## src/rtl/e3ohi_pkg.sv

```systemverilog
package e3ohi_pkg;

    localparam int FAS_LEN = 10;
    localparam int FAS_IW  = $clog2(FAS_LEN);
    localparam logic [FAS_LEN-1:0] FAS_WORD = 10'b1111010000;
    localparam int A_SLOT  = 10;
    localparam int N_SLOT  = 11;
    localparam int NIB     = 4;
    localparam int LANE_W  = $clog2(NIB);

    localparam logic [1:0] SEL_CFG = 2'd0;
    localparam logic [1:0] SEL_SVC = 2'd1;
    localparam logic [1:0] SEL_INJ = 2'd2;

    // Config byte: field order sets the bit positions (bip_en is bit 7)
    typedef struct packed {
        logic       bip_en;
        logic [1:0] a_src;
        logic [1:0] n_src;
        logic       ais;
        logic       los;
        logic       fas_ext;
    } tx_cfg_t;

    typedef struct packed {
        logic a_val;
        logic n_val;
    } svc_bits_t;

    typedef struct packed {
        logic bip;
        logic fas;
    } inj_req_t;

    typedef enum logic [2:0] {
        SLOT_FAS,
        SLOT_ALM,
        SLOT_NAT,
        SLOT_BIP,
        SLOT_PAY
    } slot_e;

    localparam tx_cfg_t   CFG_RST = '0;
    localparam svc_bits_t SVC_RST = '{a_val: 1'b1, n_val: 1'b0};

    function automatic logic pick_src(input logic [1:0] sel, input logic reg_v,
                                      input logic ext_v);
        unique case (sel)
            2'b00:   return reg_v;
            2'b01:   return ext_v;
            2'b10:   return 1'b0;
            default: return 1'b1;
        endcase
    endfunction

endpackage

```

## src/rtl/e3ohi_frame_ctr.sv

```systemverilog
module e3ohi_frame_ctr #(
    parameter int FRAME_BITS = 1536,
    localparam int POS_W = $clog2(FRAME_BITS)
) (
    input  logic             clk,
    input  logic             rst,
    output logic [POS_W-1:0] pos,
    output logic             last
);

    assign last = (pos == POS_W'(FRAME_BITS - 1));

    always_ff @(posedge clk) begin
        if (rst || last) pos <= '0;
        else             pos <= pos + 1'b1;
    end

endmodule

```

## src/rtl/e3ohi_ctrl_regs.sv

```systemverilog
module e3ohi_ctrl_regs
    import e3ohi_pkg::*;
(
    input  logic       clk,
    input  logic       rst,
    input  logic       wr,
    input  logic [1:0] sel,
    input  logic [7:0] wdata,
    input  logic       frame_end,
    output tx_cfg_t    act_cfg,
    output svc_bits_t  act_svc,
    output inj_req_t   act_inj,
    output logic [1:0] inj_arm
);

    tx_cfg_t   shd_cfg;
    svc_bits_t shd_svc;
    logic [1:0] arm_set;

    assign arm_set = (wr && sel == SEL_INJ) ? wdata[1:0] : 2'b00;

    always_ff @(posedge clk) begin
        if (rst) begin
            shd_cfg <= CFG_RST;
            shd_svc <= SVC_RST;
            act_cfg <= CFG_RST;
            act_svc <= SVC_RST;
            act_inj <= '0;
            inj_arm <= '0;
        end else begin
            if (wr && sel == SEL_CFG) shd_cfg <= tx_cfg_t'(wdata);
            if (wr && sel == SEL_SVC) shd_svc <= svc_bits_t'(wdata[1:0]);
            inj_arm <= (frame_end ? 2'b00 : inj_arm) | arm_set;
            if (frame_end) begin
                act_cfg <= shd_cfg;
                act_svc <= shd_svc;
                act_inj <= inj_req_t'(inj_arm);
            end
        end
    end

endmodule

```

## src/rtl/e3ohi_bip_acc.sv

```systemverilog
module e3ohi_bip_acc
    import e3ohi_pkg::*;
(
    input  logic              clk,
    input  logic              rst,
    input  logic              bit_i,
    input  logic [LANE_W-1:0] lane,
    input  logic              frame_end,
    output logic [NIB-1:0]    bip_q
);

    logic [NIB-1:0] acc;
    logic [NIB-1:0] acc_nx;

    for (genvar k = 0; k < NIB; k++) begin : g_lane
        assign acc_nx[k] = acc[k] ^ (bit_i && lane == LANE_W'(k));
    end

    always_ff @(posedge clk) begin
        if (rst) begin
            acc   <= '0;
            bip_q <= '0;
        end else if (frame_end) begin
            acc   <= '0;
            bip_q <= acc_nx;
        end else begin
            acc   <= acc_nx;
        end
    end

endmodule

```

## src/rtl/e3_oh_inserter.sv

```systemverilog
module e3_oh_inserter
    import e3ohi_pkg::*;
#(
    parameter int FRAME_BITS = 1536
) (
    input  logic       clk,
    input  logic       rst,
    input  logic       reg_wr,
    input  logic [1:0] reg_sel,
    input  logic [7:0] reg_wdata,
    input  logic       alm_ext_i,
    input  logic       nat_ext_i,
    input  logic       pay_i,
    output logic       pay_req,
    output logic       tx_bit,
    output logic       tx_sof
);

    localparam int POS_W     = $clog2(FRAME_BITS);
    localparam int BIP_FIRST = FRAME_BITS - NIB;

    logic [POS_W-1:0]   pos;
    logic               last_bit;
    tx_cfg_t            act_cfg;
    svc_bits_t          act_svc;
    inj_req_t           act_inj;
    logic [1:0]         inj_arm;
    logic [NIB-1:0]     bip_q;
    slot_e              slot;
    logic [FAS_LEN-1:0] fas_sh;
    logic               raw_bit;
    logic               line_bit;
    logic               act_los;
    logic               act_ais;
    logic               inj_wr;

    e3ohi_frame_ctr #(.FRAME_BITS(FRAME_BITS)) i_ctr (
        .clk  (clk),
        .rst  (rst),
        .pos  (pos),
        .last (last_bit)
    );

    e3ohi_ctrl_regs i_regs (
        .clk       (clk),
        .rst       (rst),
        .wr        (reg_wr),
        .sel       (reg_sel),
        .wdata     (reg_wdata),
        .frame_end (last_bit),
        .act_cfg   (act_cfg),
        .act_svc   (act_svc),
        .act_inj   (act_inj),
        .inj_arm   (inj_arm)
    );

    e3ohi_bip_acc i_bip (
        .clk       (clk),
        .rst       (rst),
        .bit_i     (line_bit),
        .lane      (pos[LANE_W-1:0]),
        .frame_end (last_bit),
        .bip_q     (bip_q)
    );

    assign act_los = act_cfg.los;
    assign act_ais = act_cfg.ais;
    assign inj_wr  = reg_wr && (reg_sel == SEL_INJ);

    always_comb begin
        if (pos < POS_W'(FAS_LEN))                             slot = SLOT_FAS;
        else if (pos == POS_W'(A_SLOT))                        slot = SLOT_ALM;
        else if (pos == POS_W'(N_SLOT))                        slot = SLOT_NAT;
        else if (act_cfg.bip_en && pos >= POS_W'(BIP_FIRST))   slot = SLOT_BIP;
        else                                                   slot = SLOT_PAY;
    end

    assign fas_sh  = FAS_WORD << pos[FAS_IW-1:0];
    assign pay_req = (slot == SLOT_PAY) || (slot == SLOT_FAS && act_cfg.fas_ext);

    always_comb begin
        unique case (slot)
            SLOT_FAS: raw_bit = act_cfg.fas_ext ? pay_i
                                                : (fas_sh[FAS_LEN-1] ^ act_inj.fas);
            SLOT_ALM: raw_bit = pick_src(act_cfg.a_src, act_svc.a_val, alm_ext_i);
            SLOT_NAT: raw_bit = pick_src(act_cfg.n_src, act_svc.n_val, nat_ext_i);
            SLOT_BIP: raw_bit = bip_q[pos[LANE_W-1:0]] ^ act_inj.bip;
            default:  raw_bit = pay_i;
        endcase
        if (act_cfg.los)      line_bit = 1'b0;
        else if (act_cfg.ais) line_bit = 1'b1;
        else                  line_bit = raw_bit;
    end

    always_ff @(posedge clk) begin
        if (rst) begin
            tx_bit <= 1'b0;
            tx_sof <= 1'b0;
        end else begin
            tx_bit <= line_bit;
            tx_sof <= (pos == '0);
        end
    end

endmodule

```

## config.mk

```make
export PLATFORM = sky130hd
export DESIGN_NAME = e3_oh_inserter
export DESIGN_NICKNAME = d
export VERILOG_FILES = /design/src/rtl/e3ohi_pkg.sv /design/src/rtl/e3ohi_frame_ctr.sv /design/src/rtl/e3ohi_ctrl_regs.sv /design/src/rtl/e3ohi_bip_acc.sv /design/src/rtl/e3_oh_inserter.sv
export SDC_FILE = /design/constraint.sdc
export NUM_CORES = 1
export LEC_CHECK = 0
export BUFFER_PORTS_ARGS = -buffer_cell sky130_fd_sc_hd__buf_2
export CAP_MARGIN = 10
export CORE_AREA = 2 2 76 78
export CTS_CLUSTER_SIZE = 8
export DETAILED_ROUTE_END_ITERATION = 7
export DIE_AREA = 0 0 78 80
export PLACE_DENSITY = 0.66
export SETUP_SLACK_MARGIN = 0.4
export SYNTH_ARGS = -nofsm -noshare
export SYNTH_HDL_FRONTEND = slang
export SYNTH_SLANG_ARGS = --single-unit
```

## constraint.sdc

```tcl
create_clock -name clk -period 2.97 [get_ports clk]
set_input_delay 0.891 -clock clk [delete_from_list [all_inputs] [get_ports clk]]
set_output_delay 0.891 -clock clk [all_outputs]
set_load 0.02 [all_outputs]
```

==> summary.md <==
| Metric | Value |
|---|---|
| Outcome | `finished, final reports clean` |
| Die Width | `78 um` |
| Drt total wl | `4390 um` |
| Area delta synth->final | `19.0%` |
| Seq. cell area | `913 um^2` |
| Number of global-route vias before repair | `1694` |
| Largest cells by area after synthesis | `dfxtp_1 43%, mux2i_1 10%, nor2_1 7.5%` |
| Unrepaired setup endpoints after global routing | `false` |
| Hold Path End | `i_regs.act_svc[1]$_SDFFE_PP1P_` |
| Worst min path class | `register to register` |
| F_max | `0.407 GHz` |
| WP buf/inv | `2` |
| Area of the multi-input gates | `0.00118 mm^2` |
| Period utilisation layout | `82.8%` |
| Die height | `80 um` |
| M1 WL | `2040 um` |
| Largest net degree at the start of global routing | `29` |
| Syn Std Cell Area | `0.00211 mm^2` |
| Post-synth top area cell | `dfxtp_1` |
| DR vias | `1676` |
| Ratio of cells with drive above 1 in the final layout | `23.0%` |
| Worst slew margin | `66.5%` |
| EDFF count, synth | `0` |
| DR iter-0 viols | `92` |
| Top Ports | `19` |
| Reg2reg path depth | `9` |
| Non-Filler Instances | `324` |
| Post-route DRC violation count | `0` |
| Diodes inserted | `0` |
| Core area | `0.00541 mm^2` |
| Clock root buffer master | `clkbuf_8` |
| # nets final | `271` |
| Avg WL per Cell | `13.6 um` |
| Slew @ Worst Pin | `0.503 ns` |
| Met3 routed WL | `204 um` |
| Synthesized Nets | `248` |
| Final min period | `2.46 ns` |
| Initial Util | `39.1%` |
| Biggest cell delay along the critical path | `0.37 ns` |
| Std cell rows | `27` |
| Synth cell types | `49` |
| Async S/R FF share, synth | `0%` |
| Via-to-Cell Ratio | `5.17` |
| CTS H-tree lvls | `2` |
| Port Buf Inserts | `18` |
| R2R Setup Slk | `0.58 ns` |
| Final instance area | `0.00251 mm^2` |
| Cell family with most CP delay | `compound AO/OA/AOI/OAI gates` |
| Drt first pass iters | `4` |
| CP required | `2.08 ns` |
| CP max FO | `4` |
| Leak | `0.914 nW` |
| Most common cell in the netlist | `dfxtp_1` |
| Reg clk slew, reported paths | `0.09 ns` |
| Yosys warns | `0` |
| CTS Hold Bufs | `0` |
| Synth Instances | `228` |
| Initial antenna violation count | `0` |
| R2r startpoint | `i_ctr.pos[0]$_SDFF_PP0_` |
| DR top layer | `met4` |
| Classification of the worst setup path | `register to output port` |
| Arr. time, crit path | `1.57 ns` |
| CTS tree | `built` |
| CP Capture Type | `output port` |
| Post-synthesis sequential area ratio | `42.7%` |
| Longest Clk Path Bufs | `2` |
| RD Place Congestion | `0.899` |
| Layout Utilization | `46.5%` |
| Top-area cell type share of the netlist area | `42.7%` |
| HP Start | `i_regs.shd_svc[1]$_SDFFE_PP1P_` |
| Post-synth top cells | `45 x dfxtp_1, 42 x nor2_1, 21 x mux2i_1, 10 x inv_1, 9 x nand2_1` |
| Cts bufs inserted | `5` |
| Cell Area, Placed | `0.00228 mm^2` |
| Setup Viol. Count Final | `0` |
| Max cap viols | `0` |
| Total track usage | `15.6%` |
| Ys flop type | `dfxtp_1` |
| CP Cell Sequence | `buf_12 > ha_4 > o31ai_4 > o21ai_2 > o21ai_1 > buf_4` |
| Yosys reg bits | `45` |
| Syn Area/Cell | `9.26 um^2` |
| Post-DP HPWL | `3170 um` |
| Count of pins over their slew limit | `0` |
| Final Power | `1.24 mW` |
| Maximum vdd drop | `0.317 mV` |
| Critical Path Stages | `6` |
| Antenna-violating nets left | `0` |
| CTS Sinks | `45` |
| Final hold viol count | `0` |
| GR Overflow Total | `0` |
| First-pass GRT wire length | `7760 um` |
| Met2 wire length | `2080 um` |
| Skew-Pair Late Insertion Delay | `0.30 ns` |
| Placed insts | `311` |
| Worst r2r dst | `i_bip.bip_q[1]$_SDFFE_PP0P_` |
| Filler cells | `532` |
| Hold path cells | `1` |
| Slowest cell on the critical path | `dfxtp_4` |
| Power per cell area | `492 mW/mm^2` |
| Crit start category | `register` |
| Final Skew | `0.00943 ns` |
| Die area | `0.00624 mm^2` |
| Setup Total Neg Slack | `0 ns` |
==> through the flow <==
step | hold WS [ns] | worst slack (ns)
after floorplan | 0.435 | 0.705
after global placement | 0.450 | 0.524
after detailed placement | 0.458 | 0.514
after CTS | 0.482 | 0.404
after global routing | 0.503 | 0.425
final | 0.476 | 0.510
==> placed cells by master, fill, tap and decap left out, types with 2 or more instances in the layout <==
cell / Yosys / layout
nand2_1: 9 / 8
or4_1: 2 / 2
dfxtp_2: 0 / 4
xor2_1: 5 / 5
clkbuf_8: 0 / 5
nand3b_1: 2 / 2
o21ai_2: 1 / 2
nor3b_1: 3 / 3
inv_6: 0 / 2
dfxtp_4: 0 / 2
o41ai_1: 4 / 4
or3_1: 2 / 2
o21ai_0: 7 / 6
nand3_1: 6 / 6
a21oi_1: 5 / 5
nor3_1: 3 / 2
ha_1: 4 / 2
a22o_1: 2 / 2
dfxtp_1: 45 / 39
mux2i_1: 21 / 21
nor2_2: 2 / 2
nand4_1: 2 / 2
and3_1: 2 / 2
a211oi_1: 4 / 4
nor2b_1: 2 / 2
o311ai_1: 4 / 4
nor2_1: 42 / 42
buf_4: 2 / 9
inv_1: 10 / 10
xnor2_1: 8 / 8
buf_2: 1 / 17
==> worst reg2reg max path: stages, from the launching register on <==
cell      delay [ns]
dfxtp_4         0.38
buf_4           0.13
ha_1            0.19
nor2b_1         0.08
or4_1           0.42
nand3_1         0.12
o211ai_2        0.16
o41ai_1         0.43
xnor2_1         0.15
a211oi_1        0.23
==> registers in the layout, summed over array words and instances (netlist names) <==
signal          cells
i_regs.act_cfg      8
i_bip.bip_q         4
i_regs.inj_arm      2
i_regs.shd_svc      2
i_regs.shd_cfg      8
i_ctr.pos          11
i_bip.acc           4
tx_bit              1
i_regs.act_inj      2
tx_sof              1
i_regs.act_svc      2
==> logic make-up (layout without fill, tap and decap cells) <==
| kind of cell | after synthesis | in the layout | share of synthesized area [%] |
|---|---|---|---|
| AO/OA/AOI/OAI | 38 | 38 | 14.3 |
| XOR/XNOR | 13 | 13 | 5.39 |
| adder cells (fa/ha/maj) | 4 | 4 | 2.37 |
| buffers and inverters | 21 | 45 | 4.15 |
| flip-flops | 45 | 45 | 42.7 |
| multiplexers | 22 | 22 | 11.0 |
| AND/OR/NAND/NOR | 85 | 85 | 20.1 |
==> where the power goes <==
group          switching [mW]  internal [mW]
sequential             0.0150          0.621
clock                   0.223          0.257
combinational          0.0646         0.0549
==> final cells by class <==
type                            count  share of cell area [%]
Timing Repair Buffer               27                    6.87
Tap cell                           72                    3.59
Clock inverter                      3                    1.89
Clock buffer                        5                    2.74
Inverter                           10                    1.49
Sequential cell                    45                    36.4
Multi-Input combinational cell    162                    47.1
==> routing by layer <==
metal / vias up / GRT usage (%)
met5: - / 0
met4: 0 / 5.44
met3: 9 / 3.51
met2: 39 / 26.0
met1: 783 / 19.9
li1: 845 / -
==> worst max-delay path by stage <==
stage	startpoint	to	slack [ns]
6_report	i_ctr.pos[0]$_SDFF_PP0_	pay_req	0.51
3_3_place_gp	i_ctr.pos[0]$_SDFF_PP0_	pay_req	0.52
4_1_cts	i_ctr.pos[3]$_SDFF_PP0_	pay_req	0.40
5_1_grt	i_ctr.pos[0]$_SDFF_PP0_	i_bip.bip_q[1]$_SDFFE_PP0P_	0.42
2_1_floorplan	i_ctr.pos[0]$_SDFF_PP0_	pay_req	0.71
3_5_place_dp	nat_ext_i	i_bip.bip_q[1]$_SDFFE_PP0P_	0.51
==> repair_timing <==
item / in CTS / in global routing
gates cloned: 0 / 0
pin swaps: 0 / 2
gates resized for setup: 9 / 11
buffers inserted: 2 / 3
endpoints found under the setup margin: 1 / 1
No activity file was read; power rests on OpenSTA's default activity.
